$ cat config.mk
export PLATFORM = sky130hd
export DESIGN_NAME = flash_read_responder
export DESIGN_NICKNAME = d
export VERILOG_FILES = /design/src/rtl/flrd_pkg.sv /design/src/rtl/flrd_ctrl.sv /design/src/rtl/flrd_dpath.sv /design/src/rtl/flash_read_responder.sv
export SDC_FILE = /design/constraint.sdc
export NUM_CORES = 1
export LEC_CHECK = 0
export BUFFER_PORTS_ARGS = -buffer_cell sky130_fd_sc_hd__buf_2
export CORE_MARGIN = 2
export CORE_UTILIZATION = 50
export CTS_CLUSTER_SIZE = 14
export DETAILED_ROUTE_END_ITERATION = 10
export PLACE_DENSITY = 0.88
export REMOVE_ABC_BUFFERS = 1
export SYNTH_ARGS = -nofsm -noshare
export SYNTH_HDL_FRONTEND = slang
export SYNTH_SLANG_ARGS = --single-unit
$ cat constraint.sdc
create_clock -name clk -period 3.5 [get_ports clk]
set_input_delay 0.7 -clock clk [delete_from_list [all_inputs] [get_ports clk]]
set_output_delay 0.7 -clock clk [all_outputs]
set_load 0.02 [all_outputs]
$ cat src/rtl/flrd_pkg.sv
package flrd_pkg;

  typedef enum logic [1:0] {
    SRC_ARRAY  = 2'd0,
    SRC_IDENT  = 2'd1,
    SRC_STATUS = 2'd2,
    SRC_QUERY  = 2'd3
  } srcSel_e;

  typedef struct packed {
    logic    load;
    srcSel_e src;
    logic    resync;
  } rdCtl_t;

  localparam logic [7:0] CMD_IDLE         = 8'h00;
  localparam logic [7:0] CMD_ERASE_SETUP  = 8'h80;
  localparam logic [7:0] CMD_AUTOSEL      = 8'h90;
  localparam logic [7:0] CMD_PROGRAM      = 8'hA0;
  localparam logic [7:0] CMD_CHIP_ERASE   = 8'h10;
  localparam logic [7:0] CMD_SECTOR_ERASE = 8'h30;
  localparam logic [7:0] CMD_QUERY        = 8'h98;

  localparam int STAT_W = 8;
  localparam int DATA_W = 32;

endpackage

$ cat src/rtl/flrd_ctrl.sv
module flrd_ctrl
  import flrd_pkg::*;
(
  input  logic              clk,
  input  logic              rstN,
  input  logic              rdStb,
  input  logic [7:0]        cmdCode,
  input  logic              progStb,
  input  logic              progMsb,
  input  logic              eraseStartStb,
  input  logic              eraseDoneStb,
  output rdCtl_t            ctl,
  output logic [STAT_W-1:0] statusQ
);

  srcSel_e           srcSel;
  logic              cmdKnown;
  logic [STAT_W-1:0] statusD;

  // Map the sequencer's command code onto a read source.
  always_comb begin
    cmdKnown = 1'b1;
    unique case (cmdCode)
      CMD_IDLE, CMD_ERASE_SETUP:                    srcSel = SRC_ARRAY;
      CMD_AUTOSEL:                                  srcSel = SRC_IDENT;
      CMD_PROGRAM, CMD_CHIP_ERASE, CMD_SECTOR_ERASE: srcSel = SRC_STATUS;
      CMD_QUERY:                                    srcSel = SRC_QUERY;
      default: begin
        srcSel   = SRC_ARRAY;
        cmdKnown = 1'b0;
      end
    endcase
  end

  always_comb begin
    ctl.load   = rdStb;
    ctl.src    = srcSel;
    ctl.resync = rdStb && !cmdKnown;
  end

  // Status update order: program load, else erase clear; erase-done flip;
  // poll flip of bit 6 last.
  always_comb begin
    statusD = statusQ;
    if (progStb)            statusD = {~progMsb, 7'h7F};
    else if (eraseStartStb) statusD = '0;
    if (eraseDoneStb)       statusD[7] = ~statusD[7];
    if (rdStb && srcSel == SRC_STATUS) statusD[6] = ~statusD[6];
  end

  always_ff @(posedge clk) begin
    if (!rstN) statusQ <= '0;
    else       statusQ <= statusD;
  end

endmodule

$ cat src/rtl/flrd_dpath.sv
module flrd_dpath
  import flrd_pkg::*;
#(
  parameter int          ADDR_W    = 12,
  parameter int          DEV_BYTES = 2,
  parameter logic [15:0] ID0       = 16'h0001,
  parameter logic [15:0] ID1       = 16'h227E,
  parameter logic [15:0] ID2       = 16'h2210,
  parameter logic [15:0] ID3       = 16'hFFFF,
  parameter logic [7:0]  CFI_LEN   = 8'h52
) (
  input  logic              clk,
  input  logic              rstN,
  input  rdCtl_t            ctl,
  input  logic [STAT_W-1:0] statusQ,
  input  logic [ADDR_W-1:0] rdAddr,
  input  logic [1:0]        rdSize,
  input  logic              bigEnd,
  output logic [ADDR_W-1:0] arrAddr,
  input  logic [31:0]       arrBytes,
  output logic [7:0]        cfiIdx,
  input  logic [7:0]        cfiByte,
  output logic [DATA_W-1:0] rdData,
  output logic              rdValid,
  output logic              resyncStb
);

  localparam int LANES = 4;
  localparam int SHIFT = (DEV_BYTES >= 4) ? 2 : (DEV_BYTES == 2) ? 1 : 0;
  localparam logic [15:0] ALL_ONES = {16{1'b1}};

  logic [7:0]        lane [LANES];
  logic [7:0]        wordOff;
  logic [DATA_W-1:0] arrWord;
  logic [DATA_W-1:0] idWord;
  logic              idHit;
  logic [DATA_W-1:0] queryWord;
  logic [DATA_W-1:0] dataD;

  for (genvar k = 0; k < LANES; k++) begin : g_lane
    assign lane[k] = arrBytes[8*k +: 8];
  end

  assign wordOff = rdAddr[7:0] >> SHIFT;
  assign arrAddr = rdAddr;
  assign cfiIdx  = wordOff;

  always_comb begin
    unique case (rdSize)
      2'd0:    arrWord = {24'h0, lane[0]};
      2'd1:    arrWord = bigEnd ? {16'h0, lane[0], lane[1]}
                                : {16'h0, lane[1], lane[0]};
      default: arrWord = bigEnd ? {lane[0], lane[1], lane[2], lane[3]}
                                : {lane[3], lane[2], lane[1], lane[0]};
    endcase
  end

  always_comb begin
    idHit  = 1'b1;
    idWord = '0;
    unique case (wordOff)
      8'h00: idWord = {16'h0, ID0};
      8'h01: idWord = {16'h0, ID1};
      8'h02: idWord = '0;
      8'h0E: begin idWord = {16'h0, ID2}; idHit = (ID2 != ALL_ONES); end
      8'h0F: begin idWord = {16'h0, ID3}; idHit = (ID3 != ALL_ONES); end
      default: idHit = 1'b0;
    endcase
  end

  assign queryWord = (wordOff < CFI_LEN) ? {24'h0, cfiByte} : '0;

  always_comb begin
    unique case (ctl.src)
      SRC_IDENT:  dataD = idHit ? idWord : arrWord;
      SRC_STATUS: dataD = {{(DATA_W-STAT_W){1'b0}}, statusQ};
      SRC_QUERY:  dataD = queryWord;
      default:    dataD = arrWord;
    endcase
  end

  always_ff @(posedge clk) begin
    if (!rstN) begin
      rdData    <= '0;
      rdValid   <= 1'b0;
      resyncStb <= 1'b0;
    end else begin
      rdValid   <= ctl.load;
      resyncStb <= ctl.resync;
      if (ctl.load) rdData <= dataD;
    end
  end

endmodule

$ cat src/rtl/flash_read_responder.sv
module flash_read_responder
  import flrd_pkg::*;
#(
  parameter int          ADDR_W    = 12,
  parameter int          DEV_BYTES = 2,
  parameter logic [15:0] ID0       = 16'h0001,
  parameter logic [15:0] ID1       = 16'h227E,
  parameter logic [15:0] ID2       = 16'h2210,
  parameter logic [15:0] ID3       = 16'hFFFF,
  parameter logic [7:0]  CFI_LEN   = 8'h52
) (
  input  logic              clk,
  input  logic              rstN,
  input  logic              rdStb,
  input  logic [ADDR_W-1:0] rdAddr,
  input  logic [1:0]        rdSize,
  input  logic              bigEnd,
  input  logic [7:0]        cmdCode,
  input  logic              progStb,
  input  logic              progMsb,
  input  logic              eraseStartStb,
  input  logic              eraseDoneStb,
  output logic [ADDR_W-1:0] arrAddr,
  input  logic [31:0]       arrBytes,
  output logic [7:0]        cfiIdx,
  input  logic [7:0]        cfiByte,
  output logic [31:0]       rdData,
  output logic              rdValid,
  output logic              resyncStb
);

  rdCtl_t            ctl;
  logic [STAT_W-1:0] statusQ;

  flrd_ctrl ctrl_i (
    .clk           (clk),
    .rstN          (rstN),
    .rdStb         (rdStb),
    .cmdCode       (cmdCode),
    .progStb       (progStb),
    .progMsb       (progMsb),
    .eraseStartStb (eraseStartStb),
    .eraseDoneStb  (eraseDoneStb),
    .ctl           (ctl),
    .statusQ       (statusQ)
  );

  flrd_dpath #(
    .ADDR_W    (ADDR_W),
    .DEV_BYTES (DEV_BYTES),
    .ID0       (ID0),
    .ID1       (ID1),
    .ID2       (ID2),
    .ID3       (ID3),
    .CFI_LEN   (CFI_LEN)
  ) dpath_i (
    .clk       (clk),
    .rstN      (rstN),
    .ctl       (ctl),
    .statusQ   (statusQ),
    .rdAddr    (rdAddr),
    .rdSize    (rdSize),
    .bigEnd    (bigEnd),
    .arrAddr   (arrAddr),
    .arrBytes  (arrBytes),
    .cfiIdx    (cfiIdx),
    .cfiByte   (cfiByte),
    .rdData    (rdData),
    .rdValid   (rdValid),
    .resyncStb (resyncStb)
  );

endmodule

==> flow_metrics.py <==
metrics = {
    "status": {
        "status": "completed",
    },
    "clock_tree": {
        "cts_buffers": 5,
        "insertion_delay_ns": 0.29,
        "cts_post_setup_buffers_inserted": 0,
        "clock_path_buffers": 2,
        "cts_resized": 0,
        "numClockSinks": 37,
        "cts_tree": "built",
        "clock-root-buffer": "clkbuf_8",
        "cts_max_level": 2,
        "clkTransAtPathRegs_ns": 0.07,
        "cts_hold_buf": 0,
    },
    "detailed_routing": {
        "drt_iter0_drc": 254,
        "drtPass1Iterations": 4,
        "drt_wl_total_um": 6800,
        "wl_per_cell_um": 15.1,
        "post-route-drc-count": 0,
        "postRouteAntennaNets": 0,
        "viasPerCell": 5.81,
        "num_vias": 2620,
    },
    "layout": {
        "layout_common_cells": "112 x buf_2, 37 x dfxtp_1, 35 x nand2_1",
        "fill_cells": 411,
        "layout_commonest_cell": "buf_2",
        "syn_to_final_growth_pct": 20.2,
        "drive_above_1_share": 0.383,
        "fin_util": 0.627,
        "multi_input_area_um2": 1430,
        "diodes": 0,
        "seq_area_um2": 741,
        "fin_nets": 454,
    },
    "power_and_ir_drop": {
        "peakVddDrop_mv": 0.139,
        "p_leak_nw": 1.35,
        "power_density_nw_per_um2": 347,
    },
    "floorplanning": {
        "coreArea_um2": 4720,
        "die_y_um": 74.2,
        "fp.dieW_um": 74.2,
        "initial_core_util": 0.522,
        "placementRows": 25,
        "fp.dieArea_um2": 5510,
        "ios": 124,
    },
    "placed_design": {
        "port_buffers": 112,
        "dpl_worst_slack_ns": 1.07,
        "gp_congestion": 0.893,
        "hpwl_um": 5190,
    },
    "logic_synthesis": {
        "synth-async-reset-ratio": 0,
        "syn_inst": 300,
        "ys.flop_type": "dfxtp_1",
        "syn_area_um2": 2460,
        "synth-edff-count": 0,
        "ys_seq_area_frac": 0.301,
        "synth_cell_types": 62,
        "yosysWarnings": 0,
        "ys_ff_latch": 37,
        "syn_avg_cell_area_um2": 8.22,
    },
    "sta": {
        "slew_viol_final": 0,
        "fmax_mhz": 470,
        "finalSetupViolCount": 0,
        "final_hold_viol_count": 0,
        "clock-skew-final_ns": 0.00373,
        "maxSlewHeadroom": 0.636,
        "worst_pin_slew_ns": 0.545,
        "fin_crit_ns": 2.13,
        "whs_ns": 0.448,
        "min_period_over_period": 0.608,
        "rsz0062_at_grt": "false",
        "setup_tns_ns": 0,
        "fin_ws_ns": 1.37,
    },
    "global_routing": {
        "antenna_found_initial": 0,
        "grt_pass1_wl_um": 10400,
        "grt_start_max_net_pins": 26,
        "first_global_vias": 2298,
        "track_usage": 0.242,
        "gr-total-overflow": 0,
    },
    "critical_path": {
        "critPathSlowestCell": "or3_1",
        "crit_family": "compound AO/OA/AOI/OAI gates",
        "start_kind": "input port",
        "crit_fanout": 16,
        "critPathCaptureType": "flip-flop",
        "required_ns": 3.66,
        "arrival_ns": 2.29,
        "critPathKind": "input port to flip-flop",
        "path_cells": "buf_2, or3_1, a221o_1, a41o_4, nand3_4, o21ai_0",
        "critical_path.max_stage_delay_ns": 0.38,
        "cp.buffers_inverters": 1,
    },
    "min_path": {
        "min-delay-path-class": "flip-flop to flip-flop",
    },
    "job": {
        "drv_cap": 0,
    },
}
## metrics by stage
step / power [mW] / area [um2] / cells
5_1_grt: 1.07 / 2960 / 451
4_1_cts: 1.03 / 2960 / 451
6_report: 1.03 / 2960 / 451
2_1_floorplan: 0.595 / 2210 / 263
3_3_place_gp: 0.727 / 2880 / 444
3_5_place_dp: 0.733 / 2880 / 444
## cell type report
| cell class | count | area share |
|---|---|---|
| Multi-Input combinational cell | 213 | 0.482 |
| Sequential cell | 37 | 0.250 |
| Timing Repair Buffer | 114 | 0.194 |
| Clock buffer | 7 | 0.0292 |
| Tap cell | 67 | 0.0283 |
| Inverter | 13 | 0.0165 |
## worst register-to-register path, stage by stage, from the launching register on
cell and delay [ns]:
dfxtp_1 0.35, a211oi_1 0.22, o21ai_0 0.15, a41oi_1 0.29
a21oi_1 0.11
## sequential cells by signal, summed over array words and instances (netlist names)
name,count
dpath_i.rdData,32
ctrl_i.statusQ,3
dpath_i.rdValid,1
dpath_i.resyncStb,1
## logic make-up after synthesis
| logic type | count (synthesis) | synth area share |
|---|---|---|
| AO/OA/AOI/OAI | 113 | 0.315 |
| AND/OR/NAND/NOR | 81 | 0.189 |
| buffers and inverters | 50 | 0.122 |
| flip-flops | 37 | 0.301 |
| multiplexers | 16 | 0.0650 |
| XOR/XNOR | 2 | 0.00711 |
| other | 1 | 0.00152 |
## cells in the mapped netlist, types with 2 or more instances
master,instances,area share
dfxtp_1,37,0.30
nand2_1,35,0.053
a21oi_1,25,0.051
o21ai_0,22,0.045
buf_4,21,0.064
mux2i_1,16,0.065
inv_1,13,0.020
o22ai_1,12,0.030
a31oi_1,10,0.025
o21ai_2,10,0.036
nand2b_1,8,0.020
clkbuf_1,7,0.011
nor2_1,6,0.0091
o31ai_1,6,0.018
buf_2,4,0.0081
nor2b_1,4,0.010
o211ai_1,4,0.012
o22a_1,4,0.014
nand3b_1,3,0.0091
a21o_2,2,0.0071
a221oi_1,2,0.0071
and2_1,2,0.0051
and2b_2,2,0.0071
and4_1,2,0.0071
buf_1,2,0.0030
nand3_1,2,0.0041
nor3b_1,2,0.0061
o21a_1,2,0.0061
or3_1,2,0.0051
## layer usage
metal,part of all wire,routed length [um],up-vias,GRT usage
met3,0.083,563,18,0.0393
met1,0.41,2810,1194,0.307
li1,-,-,1253,-
met2,0.48,3240,155,0.400
met5,0,0,-,0
met4,0.027,185,0,0.117
## worst paths after layout
kind | startpoint | endpoint | slack [ns] | cells past startpoint
worst max-delay path | rdAddr[6] | dpath_i.rdData[20] | 1.37 | 6
worst min-delay path | dpath_i.rdData[23] | dpath_i.rdData[23] | 0.45 | 2
worst max register to register | ctrl_i.statusQ[4] | dpath_i.rdData[4] | 2.28 | 4
worst min register to register | dpath_i.rdData[23] | dpath_i.rdData[23] | 0.45 | 2
## where the power goes
part	total [mW]	internal [mW]	switching, mW
combinational	0.267	0.104	0.164
clock	0.301	0.156	0.145
sequential	0.460	0.447	0.0133
total	1.03	0.706	0.322
Power figures use the tool's default switching activity.
